[src/rtl/deglitch_pkg.sv]
package deglitch_pkg;

    typedef enum logic [1:0] {
        MODE_RISE  = 2'd0,
        MODE_FALL  = 2'd1,
        MODE_BOTH  = 2'd2,
        MODE_LEVEL = 2'd3
    } out_mode_e;

    typedef enum logic {
        FLT_HOLD = 1'b0,
        FLT_QUAL = 1'b1
    } flt_state_e;

    typedef enum logic {
        PG_IDLE  = 1'b0,
        PG_PULSE = 1'b1
    } pg_state_e;

endpackage

[src/rtl/deglitch_sync.sv]
module deglitch_sync #(
    parameter int STAGES = 2
) (
    input  logic clk,
    input  logic async_i,
    output logic sync_o
);
    localparam int LAST = STAGES - 1;

    logic [STAGES-1:0] chain_q;

    generate
        for (genvar s = 0; s < STAGES; s++) begin : g_stage
            if (s == 0) begin : g_first
                always_ff @(posedge clk) chain_q[s] <= async_i;
            end else begin : g_next
                always_ff @(posedge clk) chain_q[s] <= chain_q[s-1];
            end
        end
    endgenerate

    assign sync_o = chain_q[LAST];

endmodule

[src/rtl/deglitch_filter.sv]
module deglitch_filter
    import deglitch_pkg::*;
#(
    parameter int CW        = 4,
    parameter int MAX_TICKS = 8
) (
    input  logic          clk,
    input  logic          rst,
    input  logic          sync_i,
    input  logic [CW-1:0] thr_i,
    output logic          filt_o
);
    flt_state_e    state_q, state_n;
    logic [CW-1:0] cnt_q, cnt_n;
    logic          filt_q, filt_n;
    logic          differ;
    logic          reached;

    assign differ  = (sync_i != filt_q);
    assign reached = (({1'b0, cnt_q} + {{CW{1'b0}}, 1'b1}) >= {1'b0, thr_i});

    // State register
    always_ff @(posedge clk) begin
        if (rst) begin
            state_q <= FLT_HOLD;
            cnt_q   <= '0;
            filt_q  <= sync_i;
        end else begin
            state_q <= state_n;
            cnt_q   <= cnt_n;
            filt_q  <= filt_n;
        end
    end

    // Next state and datapath
    always_comb begin
        state_n = state_q;
        cnt_n   = cnt_q;
        filt_n  = filt_q;
        unique case (state_q)
            FLT_HOLD: begin
                cnt_n = '0;
                if (differ) begin
                    if (reached) begin
                        filt_n = sync_i;                // T_ACCEPT
                    end else begin
                        state_n = FLT_QUAL;             // T_START
                        cnt_n   = {{(CW-1){1'b0}}, 1'b1};
                    end
                end
            end
            FLT_QUAL: begin
                if (!differ) begin
                    state_n = FLT_HOLD;                 // T_ABORT
                    cnt_n   = '0;
                end else if (reached) begin
                    state_n = FLT_HOLD;                 // T_ACCEPT
                    cnt_n   = '0;
                    filt_n  = sync_i;
                end else begin
                    cnt_n = cnt_q + {{(CW-1){1'b0}}, 1'b1};
                end
            end
            default: begin
                state_n = FLT_HOLD;
                cnt_n   = '0;
            end
        endcase
    end

    // Output process
    always_comb filt_o = filt_q;

    AST_FLIP_TAKES_SAMPLE: assert property (@(posedge clk) disable iff (rst)
        (filt_q != $past(filt_q)) |-> (filt_q == $past(sync_i)));

    AST_FLIP_QUALIFIED: assert property (@(posedge clk) disable iff (rst)
        (!$past(rst) && filt_q != $past(filt_q)) |->
        (({1'b0, $past(cnt_q)} + 1) >= {1'b0, $past(thr_i)}));

    AST_ABORT_RESTARTS: assert property (@(posedge clk) disable iff (rst)
        ($past(state_q) == FLT_QUAL && $past(sync_i) == $past(filt_q)) |->
        (cnt_q == '0 && state_q == FLT_HOLD));

    AST_CNT_RANGE: assert property (@(posedge clk) disable iff (rst)
        32'(cnt_q) < MAX_TICKS);

endmodule

[src/rtl/deglitch_edge.sv]
module deglitch_edge
    import deglitch_pkg::*;
#(
    parameter int CW        = 4,
    parameter int MAX_TICKS = 8
) (
    input  logic          clk,
    input  logic          rst,
    input  logic          seed_i,
    input  logic          filt_i,
    input  logic [1:0]    mode_i,
    input  logic [CW-1:0] thr_i,
    output logic          pre_o
);
    pg_state_e     state_q, state_n;
    logic [CW-1:0] pcnt_q, pcnt_n;
    logic          prev_q;
    logic          rise_ev, fall_ev, ev;
    out_mode_e     mode;

    assign mode    = out_mode_e'(mode_i);
    assign rise_ev = filt_i & ~prev_q;
    assign fall_ev = ~filt_i & prev_q;

    always_comb begin
        unique case (mode)
            MODE_RISE:  ev = rise_ev;
            MODE_FALL:  ev = fall_ev;
            MODE_BOTH:  ev = rise_ev | fall_ev;
            MODE_LEVEL: ev = 1'b0;
            default:    ev = 1'b0;
        endcase
    end

    // State register
    always_ff @(posedge clk) begin
        if (rst) begin
            state_q <= PG_IDLE;
            pcnt_q  <= '0;
            prev_q  <= seed_i;
        end else begin
            state_q <= state_n;
            pcnt_q  <= pcnt_n;
            prev_q  <= filt_i;
        end
    end

    // Next state
    always_comb begin
        state_n = state_q;
        pcnt_n  = pcnt_q;
        unique case (state_q)
            PG_IDLE: begin
                pcnt_n = '0;
                if (ev) begin
                    state_n = PG_PULSE;                 // T_FIRE
                    pcnt_n  = {{(CW-1){1'b0}}, 1'b1};
                end
            end
            PG_PULSE: begin
                if (ev) begin
                    pcnt_n = {{(CW-1){1'b0}}, 1'b1};    // T_REFIRE
                end else if (pcnt_q >= thr_i) begin
                    state_n = PG_IDLE;                  // T_EXPIRE
                    pcnt_n  = '0;
                end else begin
                    pcnt_n = pcnt_q + {{(CW-1){1'b0}}, 1'b1};
                end
            end
            default: begin
                state_n = PG_IDLE;
                pcnt_n  = '0;
            end
        endcase
    end

    // Output process
    always_comb begin
        if (mode == MODE_LEVEL) pre_o = prev_q;
        else                    pre_o = (state_q == PG_PULSE);
    end

    AST_FIRE_NEEDS_EDGE: assert property (@(posedge clk) disable iff (rst)
        (state_q == PG_PULSE && $past(state_q) == PG_IDLE) |-> $past(ev));

    AST_LEVEL_NO_FIRE: assert property (@(posedge clk) disable iff (rst)
        ($past(mode) == MODE_LEVEL && $past(state_q) == PG_IDLE) |-> (state_q == PG_IDLE));

    AST_PULSE_BOUNDED: assert property (@(posedge clk) disable iff (rst)
        (state_q == PG_PULSE) |-> (pcnt_q != '0 && 32'(pcnt_q) <= MAX_TICKS));

endmodule

[src/rtl/deglitch_edge_top.sv]
module deglitch_edge_top
    import deglitch_pkg::*;
#(
    parameter int TICKS_PER_UNIT = 2,
    parameter int SYNC_STAGES    = 2
) (
    input  logic       clk,
    input  logic       rst,
    input  logic       sig_in,
    input  logic [1:0] width_sel,
    input  logic [1:0] mode_sel,
    input  logic       invert,
    output logic       sig_out
);
    localparam int MAX_TICKS = 4 * TICKS_PER_UNIT;
    localparam int CW        = $clog2(MAX_TICKS + 1);

    logic          sync_q;
    logic          filt;
    logic          pre;
    logic [CW-1:0] thr;
    logic          out_q;

    assign thr = CW'((32'(width_sel) + 32'd1) * 32'(TICKS_PER_UNIT));

    deglitch_sync #(.STAGES(SYNC_STAGES)) u_sync (
        .clk     (clk),
        .async_i (sig_in),
        .sync_o  (sync_q)
    );

    deglitch_filter #(.CW(CW), .MAX_TICKS(MAX_TICKS)) u_filter (
        .clk    (clk),
        .rst    (rst),
        .sync_i (sync_q),
        .thr_i  (thr),
        .filt_o (filt)
    );

    deglitch_edge #(.CW(CW), .MAX_TICKS(MAX_TICKS)) u_edge (
        .clk    (clk),
        .rst    (rst),
        .seed_i (sync_q),
        .filt_i (filt),
        .mode_i (mode_sel),
        .thr_i  (thr),
        .pre_o  (pre)
    );

    always_ff @(posedge clk) begin
        if (rst) out_q <= invert;
        else     out_q <= pre ^ invert;
    end

    assign sig_out = out_q;

    AST_RESET_QUIET: assert property (@(posedge clk) disable iff (rst)
        $past(rst) |-> (sig_out == $past(invert)));

endmodule

[config.mk]
export PLATFORM = sky130hd
export DESIGN_NAME = deglitch_edge_top
export DESIGN_NICKNAME = d
export VERILOG_FILES = /design/src/rtl/deglitch_pkg.sv /design/src/rtl/deglitch_sync.sv /design/src/rtl/deglitch_filter.sv /design/src/rtl/deglitch_edge.sv /design/src/rtl/deglitch_edge_top.sv
export SDC_FILE = /design/constraint.sdc
export NUM_CORES = 1
export LEC_CHECK = 0
export BUFFER_PORTS_ARGS = -buffer_cell sky130_fd_sc_hd__buf_2
export CAP_MARGIN = 10
export CORE_UTILIZATION = 54
export DETAILED_ROUTE_END_ITERATION = 8
export PLACE_DENSITY = 0.75
export SLEW_MARGIN = 25
export SYNTH_ARGS = -nofsm -noshare
export SYNTH_HDL_FRONTEND = slang
export SYNTH_SLANG_ARGS = --single-unit
[constraint.sdc]
create_clock -name clk -period 2.5 [get_ports clk]
set_input_delay 0.5 -clock clk [delete_from_list [all_inputs] [get_ports clk]]
set_output_delay 0.5 -clock clk [all_outputs]
set_load 0.005 [all_outputs]
# Yosys cells after proc, flatten, opt, wreduce, memory -nomap -nowiden
# Index checks and enable logic that the tools add are counted.
# word_totals
out_inout_bits,1
in_bits,8
regBits,15
elab_cells,54
# op_classes
order_cmp,2
bitwise_logic,9
n_reduce_logical,5
n_mux,21
addsub,4
n_eq_ne,4
# ops
cell,n
2-to-1 mux 4 bit,5
one-hot mux 4 bit (2 select lines),2
2-to-1 mux 1 bit,12
"adder 4 x 1 -> 4 bit, second input constant",2
"adder 4 x 1 -> 5 bit, second input constant",1
greater-or-equal comparator 5 x 4 -> 1 bit,1
inverter 1 bit,5
"== test 2 bit, second input constant",2
greater-or-equal comparator 4 bit,1
one-hot mux 1 bit (4 select lines),1
nonzero test 2 bit,2
"adder 2 x 1 -> 3 bit, second input constant",1
bitwise AND 1 bit,2
"== test 2 x 1 -> 1 bit, second input constant",1
logical NOT 2 bit,1
one-hot mux 1 bit (2 select lines),1
AND reduction 2 bit,1
OR reduction 2 bit,1
!= test 1 bit,1
OR 1 bit,1
bitwise XOR 1 bit,1

# Logic depth before layout (Yosys ltp)
# depth
word_depth,6
ltp_mapped,7
ltp_nobuf,7

# By module
# A second synthesis with hierarchy kept.
# hier_totals
cells_unflattened,81
hier_area_um2,847.1
# by_module_without_submodules
mod,cells_per_inst,area_each_um2,n_inst,seq_area_each_um2
deglitch_edge,41,375.4,1,120.1
deglitch_filter,32,361.6,1,130.1
deglitch_edge_top,6,70.1,1,20.0
deglitch_sync,2,40.0,1,40.0

# Worst setup path before layout
# OpenSTA, ideal clock, no wires.
# synth_timing
kind,input to register
from,input width_sel[0]
to,register u_edge.pcnt_q[2]
setup_ps,78
path_stages,7
required_time_ps,2422
arrival_ps,1892
slack_ps,530
cell_sequence,ha_1 > inv_1 > ha_1 > o21ai_0 > a31oi_1 > or4b_4 > nor3_1
# synth_between
elab_chain_cells,5
# synth_lines
item,line_no,rtl
from (decl),deglitch_edge_top.sv:10,"input logic [1:0] width_sel,"
adder 2 x 1 -> 3 bit,deglitch_edge_top.sv:24,assign thr = CW'((32'(width_sel) + 32'd1) * 32'(TICKS_PER_UNIT));
greater-or-equal comparator 4 bit,deglitch_edge.sv:63,end else if (pcnt_q >= thr_i) begin
2-to-1 mux 4 bit,deglitch_edge.sv:63,
2-to-1 mux 4 bit,deglitch_edge.sv:61,if (ev) begin
one-hot mux 4 bit (2 select lines),deglitch_edge.sv:52,unique case (state_q)
to (signal assigned),deglitch_edge.sv:43,pcnt_q <= pcnt_n;
to (decl),deglitch_edge.sv:16,"logic [CW-1:0] pcnt_q, pcnt_n;"
# No other way between the ends.
# A chain may end at the register's enable or synchronous reset.

# Worst setup path in the final report
# layout_timing
from,register u_filter.cnt_q[0]
to,register u_filter.cnt_q[0]
# layout_between
elab_chain_cells,5
elab_cells_between_ends,8
# layout_lines
item,line_no,rtl
from (decl),deglitch_filter.sv:14,"logic [CW-1:0] cnt_q, cnt_n;"
from (signal assigned),deglitch_filter.sv:30,cnt_q <= cnt_n;
adder 4 x 1 -> 5 bit,deglitch_filter.sv:20,"assign reached = (({1'b0, cnt_q} + {{CW{1'b0}}, 1'b1}) >= {1'b0, thr_i});"
greater-or-equal comparator 5 x 4 -> 1 bit,deglitch_filter.sv:20,
2-to-1 mux 4 bit / 2-to-1 mux 1 bit (equally long branches),"deglitch_filter.sv:56, deglitch_filter.sv:44",
2-to-1 mux 4 bit (on tied branches),"deglitch_filter.sv:53, deglitch_filter.sv:43",
one-hot mux 4 bit (2 select lines) *,deglitch_filter.sv:40,unique case (state_q)
# Every way passes the cells marked *; elsewhere a longest branch is shown, timed or not.

==> qor.log <==
[clock_network] Clock H-tree levels 1
[yosys] Yosys cell types 24
[clock_network] clock tree from TritonCTS yes
[timing] WHS 306 ps
[critical_path] path type of the worst setup path flip-flop to flip-flop
[timing] count of endpoints failing setup in the final report 0
[pwr] part of the power in combinational logic 13.1%
[place] DP HPWL 970 µm
[timing] Sum Neg Setup Slack 0 ps
[critical_path] r2r startpoint u_filter.cnt_q[0]
[floorplanning] Core ar. 1190 µm²
[global_route] number of antenna violations at the first check in global routing 0
[pwr] NetSw 0.124 mW
[routing] DR iter-0 viols 3
[outcome] result of the run finished, final reports clean
[critical_path] critical path data arrival time 2210 ps
[clock_network] clock buffers created by TritonCTS 3
[critical_path] largest stage delay on the critical path 400 ps
[timing] transition time at the pin with the least slew margin 366 ps
[routing] aggregate routed wire length 1.19 mm
[yosys] post-synthesis sequential area ratio 41.8%
[yosys] average instance area after synthesis 10.0 µm²
[critical_path] endpoint class of the critical path flip-flop
[timing] unrepaired setup endpoints after global routing false
[global_route] wire length of the first global-routing pass 2.08 mm
[floorplanning] ports placed on the boundary 9
[critical_path] maximum fanout encountered on the critical timing path 5
[pwr] switching fraction of total power 26.5%
[floorplanning] die width 39.1 µm
[clock_network] post-CTS setup-driven buffer insertion count 0
[global_route] Total GRT Usage 21.5%
[timing] share of the clock period used by the worst path after layout 79.6%
[place] port bufs 8
[yosys] total of flip-flops plus latches after synthesis 15
[pwr] clock share of power 30.3%
[timing] final worst path period need 1990 ps
[routing] detailed-route DRC error count 0
[global_route] maximum number of pins on one net before global-route repair 10
[pwr] Internal Pwr Total 0.345 mW
[routing] Post-DRT Antenna Nets 0
[timing] final hold violation count 0
[yosys] warnings from Yosys 0
[final_layout] fin nets 106
[clock_network] cell at the root of the clock tree clkbuf_4
[clock_network] largest buffer count on any clock path 2
[critical_path] most prevalent standard cell on the critical path ha_1
[pwr] leakage power of the design 0.388 nW
[global_route] number of global-route vias before repair 521
[critical_path] buffer and inverter count on the worst path 0
[floorplanning] row count 12
[critical_path] WP data required 2720 ps
[pwr] worst voltage drop across the vdd grid 0.337 mV
[clock_network] hold_buf cts 0
[routing] Vias 527
[critical_path] startpoint kind of the worst setup timing path flip-flop
[yosys] Mapped Cells 74
[floorplanning] chip height 39.1 µm
[routing] 1st-pass router iterations 2
[job] max-capacitance violation count 0
[critical_path] CP max-delay cell nor4_2
[clock_network] later-pin clock latency in the skew report 290 ps
[routing] detail-routed net length per standard cell 11.9 µm
[timing] Worst slew margin 75.4%
[timing] Max Slew Vio Count 0
[final_layout] layout overhead on the synthesized area 11.5%
[critical_path] CP delay by family, top adder cells
[timing] Max Fclk 0.503 GHz
[yosys] syn nets 93
[min_path] class of the tightest hold or removal check primary input to flip-flop
[clock_network] CTS clk-pin slew, worst paths 90 ps
[critical_path] Setup crit start u_filter.cnt_q[0]
[clock_network] number of gates given a new drive strength after cts 0
[pwr] Power Dens Cells 567 nW/µm²
[pwr] Sequential Power Share 56.6%
[final_layout] number of diodes added for antenna fixing 0
[floorplanning] total die area 1530 µm²
[global_route] GR Overflow Total 0
[min_path] start point of the worst min-delay path sig_in
[critical_path] list of cells traversed by the critical path ha_1 -> xor2_1 -> ha_1 -> o21ai_0 -> a31oi_1 -> nor4_2 -> a21boi_0
[floorplanning] Starting Density 62.6%
[place] Routability Congestion 0.738
[yosys] post-synth design cell area 742 µm²
[timing] maximum clock skew at final layout 2.21 ps
[final_layout] share of layout cells above drive strength 1 18.6%
[clock_network] sink count of the clock tree 15
[routing] average vias per placed instance 5.27
[metal layers]
metal	up-vias	global-route usage, %	share of wire (%)
met4	0	12.9	1.4
met3	2	5.20	2.5
li1	282	-	-
met1	236	25.1	50
met2	7	35.0	46
met5	-	0	0
[final cells by class]
| type | instances | area [µm²] |
|---|---|---|
| Tap cell | 14 | 17.5 |
| Sequential cell | 15 | 310 |
| Fill cell | 101 | 359 |
| Timing Repair Buffer | 8 | 40.0 |
| Clock buffer | 3 | 22.5 |
| Multi-Input combinational cell | 49 | 394 |
| Clock inverter | 1 | 5.00 |
| Inverter | 10 | 37.5 |
[stage by stage]
step           util, %  instance area, µm²  power [mW]  setup slack (ps)  instances
2_1_floorplan        -                 742       0.311               530         74
3_3_place_gp      67.4                 800       0.331               356         96
3_5_place_dp      67.4                 800       0.333               309         96
4_1_cts           69.7                 827       0.473               489        100
5_1_grt           69.7                 827       0.499               214        100
6_report          69.7                 827       0.469               510        100
[state kept, by name, indices dropped and copies added, names as in the netlist]
signal / flops
sig_out: 1
u_edge.pcnt_q: 4
u_edge.state_q: 1
u_filter.cnt_q: 4
u_edge.prev_q: 1
u_sync.sync_o: 1
u_filter.filt_o: 1
u_sync.chain_q: 1
u_filter.state_q: 1
[Yosys cell counts (all sizes together)]
library cell	n	share of area, %
mux2i	1	1.3
nor3	2	1.3
ha	11	19
a31o	1	1.2
nand2	5	2.5
o21bai	1	1.0
and3	3	2.5
o22ai	2	1.7
nand3	3	2.0
o21ai	4	2.7
nand2b	1	0.84
dfxtp	14	38
or4b	1	1.9
nor4	1	1.7
inv	10	5.1
o22a	1	1.2
nor2	1	0.51
a21boi	1	1.0
xor2	3	3.5
a21oi	1	0.67
a31oi	2	1.7
xnor2	3	3.5
edfxtp	1	4.0
nor3b	1	1.7
[power groups by stage]
stage	sequential (mW)	clock, mW	combinational, mW
2_1_floorplan	0.269	0	0.0423
4_1_cts	0.266	0.145	0.0627
5_1_grt	0.268	0.158	0.0731
3_3_place_gp	0.271	0	0.0600
3_5_place_dp	0.271	0	0.0620
6_report	0.266	0.142	0.0615
[final timing paths]
kind                  endpoint  slack, ps  cells past startpoint
max          u_filter.cnt_q[0]        510                      7
min          u_sync.chain_q[0]        310                      1
min reg2reg      u_sync.sync_o        340                      0
max reg2reg  u_filter.cnt_q[0]        510                      7
[cells by family after synthesis]
logic type	share of synthesized area (%)
flip-flops	41.8
multiplexers	1.35
AO/OA/AOI/OAI	11.1
AND/OR/NAND/NOR	15.0
buffers and inverters	5.06
adder cells (fa/ha/maj)	18.5
XOR/XNOR	7.08
[cells in the final DEF, fill, tap and decap left out]
| master | count |
|---|---|
| a21boi_0 | 1 |
| a21oi_1 | 1 |
| a31o_2 | 1 |
| a31oi_1 | 2 |
| and3_1 | 3 |
| buf_2 | 8 |
| clkbuf_4 | 3 |
| clkinv_2 | 1 |
| dfxtp_1 | 14 |
| edfxtp_1 | 1 |
| ha_1 | 11 |
| inv_1 | 10 |
| mux2i_1 | 1 |
| nand2_1 | 5 |
| nand2b_1 | 1 |
| nand3_1 | 3 |
| nor2_1 | 1 |
| nor3_1 | 2 |
| nor3b_2 | 1 |
| nor4_2 | 1 |
| o21ai_0 | 4 |
| o21bai_1 | 1 |
| o22a_1 | 1 |
| o22ai_1 | 2 |
| or4b_4 | 1 |
| xnor2_1 | 3 |
| xor2_1 | 3 |
Power figures use the tool's default switching activity.
